$ cat config.mk
export PLATFORM = sky130hd
export DESIGN_NAME = sar_serial_seq
export DESIGN_NICKNAME = d
export VERILOG_FILES = /design/src/rtl/sar_seq_pkg.sv /design/src/rtl/sar_start_sync.sv /design/src/rtl/sar_frame_ctl.sv /design/src/rtl/sar_trial_reg.sv /design/src/rtl/sar_serial_seq.sv
export SDC_FILE = /design/constraint.sdc
export NUM_CORES = 1
export LEC_CHECK = 0
export BUFFER_PORTS_ARGS = -buffer_cell sky130_fd_sc_hd__buf_2
export CAP_MARGIN = 20
export CORE_ASPECT_RATIO = 1.75
export CORE_UTILIZATION = 45
export CTS_BUF_LIST = sky130_fd_sc_hd__clkbuf_4 sky130_fd_sc_hd__clkbuf_8 sky130_fd_sc_hd__clkbuf_16
export CTS_CLUSTER_DIAMETER = 80
export DETAILED_ROUTE_END_ITERATION = 8
export GPL_TIMING_DRIVEN = 0
export PLACE_DENSITY = 0.74
export SLEW_MARGIN = 30
export SYNTH_ARGS = -nofsm -noshare
export SYNTH_HDL_FRONTEND = slang
export SYNTH_SLANG_ARGS = --single-unit
$ cat constraint.sdc
create_clock -name clk -period 3.17 [get_ports clk]
set_clock_uncertainty 0.1 [all_clocks]
set_input_delay 0.634 -clock clk [delete_from_list [all_inputs] [get_ports clk]]
set_output_delay 0.634 -clock clk [all_outputs]
set_load 0.05 [all_outputs]
$ cat src/rtl/sar_seq_pkg.sv
`timescale 1ns/1ps
package sar_seq_pkg;
    // default geometry of the converter word and the serial frame
    parameter int unsigned SAR_RES_W   = 14;
    parameter int unsigned SAR_LEAD_W  = 2;
    parameter int unsigned SAR_SYNC_N  = 2;

    // counter width able to hold 0..n
    function automatic int unsigned sar_w_for(input int unsigned n);
        return (n < 2) ? 1 : $clog2(n + 1);
    endfunction
endpackage

$ cat src/rtl/sar_start_sync.sv
`timescale 1ns/1ps
module sar_start_sync #(
    parameter int unsigned STAGES = sar_seq_pkg::SAR_SYNC_N
) (
    input  logic clk,
    input  logic rst_n,
    input  logic async_i,
    output logic rise_o
);
    // STAGES synchronizer flops plus one history flop for edge detection
    logic [STAGES:0] pipe_d, pipe_q;

    always_comb begin
        pipe_d = {pipe_q[STAGES-1:0], async_i};
    end

    always_ff @(posedge clk or negedge rst_n) begin
        if (!rst_n) pipe_q <= '0;
        else        pipe_q <= pipe_d;
    end

    assign rise_o = pipe_q[STAGES-1] & ~pipe_q[STAGES];
endmodule

$ cat src/rtl/sar_frame_ctl.sv
`timescale 1ns/1ps
module sar_frame_ctl #(
    parameter int unsigned RES_W  = sar_seq_pkg::SAR_RES_W,
    parameter int unsigned LEAD_W = sar_seq_pkg::SAR_LEAD_W,
    parameter int unsigned IDX_W  = sar_seq_pkg::sar_w_for(RES_W - 1)
) (
    input  logic             clk,
    input  logic             rst_n,
    input  logic             rise_i,
    output logic             active_o,
    output logic             launch_o,
    output logic             decide_o,
    output logic             done_o,
    output logic [IDX_W-1:0] bit_idx_o
);
    localparam int unsigned LAST_SLOT = LEAD_W + RES_W - 1;
    localparam int          FIRST_DEC = int'(LEAD_W) - 1;
    localparam int          LAST_DEC  = int'(LEAD_W + RES_W) - 2;
    localparam int unsigned CNT_W     = sar_seq_pkg::sar_w_for(LAST_SLOT);

    typedef struct packed {
        logic             active;
        logic [CNT_W-1:0] cnt;
    } ctl_t;

    ctl_t st_d, st_q;

    always_comb begin
        launch_o  = rise_i & ~st_q.active;
        done_o    = st_q.active && (int'(st_q.cnt) == int'(LAST_SLOT));
        decide_o  = st_q.active && (int'(st_q.cnt) >= FIRST_DEC) &&
                    (int'(st_q.cnt) <= LAST_DEC);
        bit_idx_o = IDX_W'(LAST_DEC - int'(st_q.cnt));

        st_d = st_q;
        if (launch_o) begin
            st_d.active = 1'b1;
            st_d.cnt    = '0;
        end else if (done_o) begin
            st_d.active = 1'b0;
            st_d.cnt    = '0;
        end else if (st_q.active) begin
            st_d.cnt    = st_q.cnt + 1'b1;
        end
    end

    always_ff @(posedge clk or negedge rst_n) begin
        if (!rst_n) st_q <= '0;
        else        st_q <= st_d;
    end

    assign active_o = st_q.active;
endmodule

$ cat src/rtl/sar_trial_reg.sv
`timescale 1ns/1ps
module sar_trial_reg #(
    parameter int unsigned RES_W = sar_seq_pkg::SAR_RES_W,
    parameter int unsigned IDX_W = sar_seq_pkg::sar_w_for(RES_W - 1)
) (
    input  logic             clk,
    input  logic             rst_n,
    input  logic             launch_i,
    input  logic             decide_i,
    input  logic [IDX_W-1:0] bit_idx_i,
    input  logic             cmp_i,
    output logic [RES_W-1:0] trial_o
);
    logic [RES_W-1:0] trial_d, trial_q;

    always_comb begin
        trial_d = trial_q;
        if (launch_i) begin
            trial_d            = '0;
            trial_d[RES_W-1]   = 1'b1;
        end else if (decide_i) begin
            // settle the tried bit, then try the next lower one
            trial_d[bit_idx_i] = cmp_i;
            if (bit_idx_i != '0)
                trial_d[IDX_W'(bit_idx_i - 1'b1)] = 1'b1;
        end
    end

    always_ff @(posedge clk or negedge rst_n) begin
        if (!rst_n) trial_q <= '0;
        else        trial_q <= trial_d;
    end

    assign trial_o = trial_q;
endmodule

$ cat src/rtl/sar_serial_seq.sv
`timescale 1ns/1ps
module sar_serial_seq #(
    parameter int unsigned RES_W  = sar_seq_pkg::SAR_RES_W,
    parameter int unsigned LEAD_W = sar_seq_pkg::SAR_LEAD_W,
    parameter int unsigned SYNC_N = sar_seq_pkg::SAR_SYNC_N
) (
    input  logic             clk,
    input  logic             rst_n,
    input  logic             start_i,
    input  logic             cmp_i,
    input  logic             free_run_i,
    output logic [RES_W-1:0] trial_o,
    output logic             hold_o,
    output logic             frame_n_o,
    output logic             sclk_o,
    output logic             sclk_oe_o,
    output logic             sdata_o
);
    localparam int unsigned IDX_W = sar_seq_pkg::sar_w_for(RES_W - 1);

    typedef struct packed {
        logic sdata;
    } ser_t;

    logic             rise, active, launch, decide, done;
    logic [IDX_W-1:0] bit_idx;
    ser_t             ser_d, ser_q;

    sar_start_sync #(.STAGES(SYNC_N)) u_sync (
        .clk     (clk),
        .rst_n   (rst_n),
        .async_i (start_i),
        .rise_o  (rise)
    );

    sar_frame_ctl #(.RES_W(RES_W), .LEAD_W(LEAD_W), .IDX_W(IDX_W)) u_ctl (
        .clk       (clk),
        .rst_n     (rst_n),
        .rise_i    (rise),
        .active_o  (active),
        .launch_o  (launch),
        .decide_o  (decide),
        .done_o    (done),
        .bit_idx_o (bit_idx)
    );

    sar_trial_reg #(.RES_W(RES_W), .IDX_W(IDX_W)) u_trial (
        .clk       (clk),
        .rst_n     (rst_n),
        .launch_i  (launch),
        .decide_i  (decide),
        .bit_idx_i (bit_idx),
        .cmp_i     (cmp_i),
        .trial_o   (trial_o)
    );

    always_comb begin
        ser_d = ser_q;
        if (launch || done) begin
            ser_d.sdata = 1'b0;
        end else if (decide) begin
            // top bit goes out inverted: offset binary -> two's complement
            ser_d.sdata = (int'(bit_idx) == int'(RES_W) - 1) ? ~cmp_i : cmp_i;
        end
    end

    always_ff @(posedge clk or negedge rst_n) begin
        if (!rst_n) ser_q <= '0;
        else        ser_q <= ser_d;
    end

    assign sdata_o   = ser_q.sdata;
    assign hold_o    = active;
    assign frame_n_o = ~active;
    assign sclk_oe_o = free_run_i | active;
    assign sclk_o    = clk & sclk_oe_o;
endmodule

==> results.md, run 1 <==
- Layout Nets: about 240
- Most frequent cell after synthesis: dfrtp_1
- Vias in the first global route: 1,532
- RSZ-0062 raised after global routing: no
- Post-Syn Instances: 196
- Final setup fails: 0
- Synth Flop Type: dfrtp_1
- Highest Signal Layer: met4
- Most used cell, CP: clkbuf_8
- Relative slew slack: between 40 and 50%
- Worst Hold Class: input pin to async pin
- # diodes: 0
- Largest fanout on the critical path: 2
- Initial DRC count: 85
- Post-DP HPWL: 3450 um
- Worst setup startpoint: clk
- Post-Route WL: roughly 4600 um
- Post-CTS Resized: 0
- Syn_area_per_cell: around 8.5 um^2
- Crit path capture: sclk_o
- Setup Crit Path Kind: clock port to primary output
- RD Place Congestion: between 0.9 and 1
- Worst setup SP type: clock port
- Synth warn: 0
- Core Region: approximately 3600 um^2
- Post-synthesis xor/xnor area fraction: a little over 3%
- Initial antenna violation count: 0
- Critical-path top delay cell: buf_2
- Distinct cell type count of the synthesized netlist: 54
- Worst reg2reg path startpoint: u_ctl.st_q[0]
- Mux cell area share after synthesis: 3.07%
- Slew @ Worst Pin: around 0.84 ns
- Cts hold-fix bufs: 0
- Routed wl met2: 2390 um
- Die width: between 40 and 50 um
- Die Height: 82.7 um
- Final setup TNS: 0 ns
- Setup Buffers After CTS: 0
- IO buf count: 22
- FP Rows: 29
- Top cells by count, synth: dfrtp_1 (23), nand2_1 (17), o21ai_0 (17)
- Status: finished, final reports clean
- Synth async-reset ratio: 100%
- Synth top area share: between 30% and 40%
- Skew-Pair Late Insertion Delay: 0.38 ns
- Initial Utilization: 46.6%
- Max cap viols: 0
- Post-Synth Simple-Gate Area: 21.8%
- Vias: 1,644
- Layout Utilization: between 50% and 60%
- Mapped Nets: between 200 and 250
- Io pins: 24
- Worst EP arrival: 2.13 ns
- Main combinational cell family by area after synthesis: compound AO/OA/AOI/OAI gates
- CP endpoint kind: primary output
- Reg clk slew, reported paths: 0.08 ns
- DRC: 0
- CTS tree: built
- Fin. Hold Viols: 0
- Slew Viols, Final: 0
- Share of the yosys chip area belonging to registers: 34.4%
- Layout cells sized above 1: 22.7%
- Total iterations of the first detailed-routing run: 4
- Detail Route met3 WL: 206 um
- Die area: about 4000 um^2
- Vias/cell: 6.07
- Critical path's top delay family: buffers and inverters
- DRT antenna net count: 0
- Post-synthesis compound-gate area fraction: between 20 and 30%
- Req. time, crit path: approximately 2.4 ns
- Synthesized cell area: 1670 um^2
- Area delta synth->final: 15.3%
- Worst R2R Path Depth: 9
- Crit path largest cell delay: 0.20 ns
- Yosys top cell by area: dfrtp_1
- R2R setup slack: 0.41 ns
- Largest net degree at the start of global routing: 24
- Worst path depth: 4
- Area contributors post-synth: dfrtp_1 (34%), o21ai_0 (5.1%), a21oi_1 (4.2%), nand2_1 (3.8%), ha_1 (3.0%)
- First-pass GRT wire length: 7450 um
- WL met1: 1860 um
- Post-synthesis adder-cell area fraction: under 10%
- Overall routing resource usage: 27.6%
- Crit-path cells: clkbuf_8 -> clkbuf_8 -> and2_1 -> buf_2
- Total grt overflow: 0
- CP bufs+invs: 3
- Number of synthesized flops with an enable pin: 0
- FF-to-FF End: u_trial.trial_o[4]
- Synthesized flop and latch total: 23
- DR WL/cell: 17.1 um
-- layer usage --
layer / global-route usage, % / vias to the layer above
met5: 0 / -
met4: 19.4 / 0
li1: - / 780
met3: 5.65 / 17
met2: 41.9 / 52
met1: 33.2 / 795
-- worst min-delay path by stage --
| stage | start | end | slack [ns] | cells past startpoint |
|---|---|---|---|---|
| floorplan | u_sync.pipe_q[0] | u_sync.pipe_q[1] | 0.23 | 0 |
| global placement | u_sync.pipe_q[0] | u_sync.pipe_q[1] | 0.24 | 0 |
| detailed placement | u_sync.pipe_q[0] | u_sync.pipe_q[1] | 0.25 | 0 |
| CTS | rst_n | u_trial.trial_o[3] | 0.14 | 1 |
| global route | rst_n | u_trial.trial_o[8] | 0.16 | 1 |
| finish | rst_n | u_trial.trial_o[11] | 0.12 | 1 |
-- metrics by stage --
step	hold slack (ns)	cell area (um^2)	instances	worst slack, ns
5_1_grt	0.162	1930	271	0.264
3_3_place_gp	0.237	1840	264	0.543
4_1_cts	0.136	1930	271	0.297
6_report	0.118	1930	271	0.303
2_1_floorplan	0.231	1670	196	0.566
3_5_place_dp	0.253	1840	264	0.516
-- worst register-to-register path, delay by kind of cell, from the launching register on --
family / cells / cell delay [ns]
XOR/XNOR: 1 / 0.52
adder cells (fa/ha/maj): 1 / 0.31
flip-flops: 1 / 0.38
AO/OA/AOI/OAI: 2 / 0.41
buffers and inverters: 2 / 0.29
AND/OR/NAND/NOR: 3 / 0.65
-- sequential cells by signal, summed over array words and instances, names as in the netlist --
signal and count:
sdata_o 1, u_ctl.active_o 1, u_ctl.st_q 4, u_sync.pipe_q 3
u_trial.trial_o 14
-- layout make-up --
type / instances / area (um^2)
fillers: 358 / 1660
multi-input cells: 150 / 988
flip-flops and latches: 23 / 576
repair buffers: 21 / 105
clock buffers: 7 / 87.6
plain buffers: 14 / 75.1
well taps: 46 / 57.6
inverters: 9 / 33.8
clock inverters: 1 / 5.00
-- cell usage in the layout, fill, tap and decap left out, types with 3 or more instances in the layout --
cell,Yosys,final
nor3_1,7,7
and3_1,3,3
nand3_1,8,8
nand2b_1,3,3
nand2_1,17,17
nor2_1,8,8
inv_1,8,8
clkbuf_1,6,6
o211ai_1,3,3
nor2b_1,4,4
a31oi_1,7,7
a211oi_1,3,3
dfrtp_1,23,23
a21oi_1,14,14
or3_1,3,3
mux2i_1,4,4
buf_2,6,28
nand4_1,3,3
ha_1,4,4
o21ai_0,17,17
clkbuf_8,0,6
and2_1,3,3
-- logic make-up (layout without fill, tap and decap cells) --
group,Yosys count,after routing
AND/OR/NAND/NOR,68,68
XOR/XNOR,5,5
multiplexers,5,5
flip-flops,23,23
buffers and inverters,23,52
adder cells (fa/ha/maj),4,4
AO/OA/AOI/OAI,68,68
Power of run 1 is not shown: default switching activity piles up to over one toggle a cycle in this logic, so the estimate is an artifact.
==> run 2: changes to the inputs <==
--- a/config.mk
+++ b/config.mk
@@ -13,7 +13,7 @@
 export CTS_CLUSTER_DIAMETER = 80
 export DETAILED_ROUTE_END_ITERATION = 8
 export GPL_TIMING_DRIVEN = 0
-export PLACE_DENSITY = 0.74
+export PLACE_DENSITY = 0.65
 export SLEW_MARGIN = 30
 export SYNTH_ARGS = -nofsm -noshare
 export SYNTH_HDL_FRONTEND = slang
==> results.md, run 2 (synthesis gave the netlist of run 1 again) <==
- Total iterations of the first detailed-routing run: 4
- Worst reg2reg path startpoint: u_ctl.st_q[0]
- Initial Utilization: between 40% and 50%
- Post-CTS Resized: 0
- FP Rows: 29
- Slew @ Worst Pin: approximately 0.83 ns
- RD Place Congestion: just under 1
- Fin. Hold Viols: 0
- Post-Route WL: 4820 um
- R2R setup slack: 0.45 ns
- Largest net degree at the start of global routing: 24
- Skew-Pair Late Insertion Delay: ~0.4 ns
- Max cap viols: 0
- DRT antenna net count: 0
- Die width: 48.1 um
- Relative slew slack: between 40% and 50%
- Largest fanout on the critical path: 2
- Slew Viols, Final: 0
- Initial DRC count: 101
- # diodes: 0
- Setup Crit Path Kind: clock port to primary output
- Layout Nets: 235
- Io pins: 24
- Layout cells sized above 1: 22.7%
- Vias/cell: around 6.1
- Die Height: 82.7 um
- Worst EP arrival: roughly 2.1 ns
- Vias in the first global route: 1,541
- Worst setup SP type: clock port
- Post-DP HPWL: around 3500 um
- DRC: 0
- DR WL/cell: roughly 18 um
- Max reg flops: 14
- CTS tree: built
- Area delta synth->final: 15.4%
- Final setup fails: 0
- Most frequent cells in the layout: buf_2 (28), dfrtp_1 (23), nand2_1 (17), o21ai_0 (17), a21oi_1 (14)
- Vias: 1,653
- Reg clk slew, reported paths: 0.09 ns
- Overall routing resource usage: a little under 30%
- Total grt overflow: 0
- Req. time, crit path: 2.44 ns
- Status: finished, final reports clean
- First-pass GRT wire length: 7830 um
- Die area: 3970 um^2
- Core Region: 3590 um^2
- CP endpoint kind: primary output
- Worst R2R Path Depth: 9
- IO buf count: 22
- RSZ-0062 raised after global routing: no
- Cts hold-fix bufs: 0
- FF-to-FF End: u_trial.trial_o[4]
- Leading cell type in the layout, fill and taps excluded: buf_2
- Final setup TNS: 0 ns
- Setup Buffers After CTS: 0
- Worst Hold Class: input pin to async pin
- Initial antenna violation count: 0
[run 2: layout make-up]
class | instances | area [um^2]
Buffer | 14 | 75.1
Fill cell | 357 | 1660
Multi-Input combinational cell | 150 | 988
Timing Repair Buffer | 21 | 105
Inverter | 9 | 33.8
Tap cell | 46 | 57.6
Clock inverter | 1 | 7.51
Sequential cell | 23 | 576
Clock buffer | 7 | 87.6
[run 2: through the flow]
stage,std cells,worst slack [ns],cell area [um^2],util (%),hold WS [ns]
floorplan,196,0.566,1670,-,0.231
global placement,264,0.526,1840,51.2,0.232
detailed placement,264,0.528,1840,51.2,0.269
CTS,271,0.301,1930,53.7,0.141
global route,271,0.252,1930,53.7,0.159
finish,271,0.308,1930,53.7,0.110
[run 2: worst max path at each step]
stage	startpoint	to	slack [ns]
4_1_cts	clk	sclk_o	0.30
3_5_place_dp	u_ctl.st_q[0]	u_trial.trial_o[4]	0.53
2_1_floorplan	clk	sclk_o	0.57
3_3_place_gp	u_ctl.st_q[0]	u_trial.trial_o[12]	0.53
6_report	clk	sclk_o	0.31
5_1_grt	u_ctl.st_q[0]	u_trial.trial_o[10]	0.25
[run 2: critical path: stages]
cell	delay, ns
clkbuf_8	0.11
clkbuf_8	0.11
and2_1	0.12
buf_2	0.20
[run 2: routing by layer]
layer,part of all wire (%),track usage (%),up-vias
met5,0,0,-
met4,3.6,15.8,0
met3,4.3,4.78,20
met2,52,45.3,63
met1,40,36.4,790
li1,-,-,780
Power of run 2 is left out for the same reason.
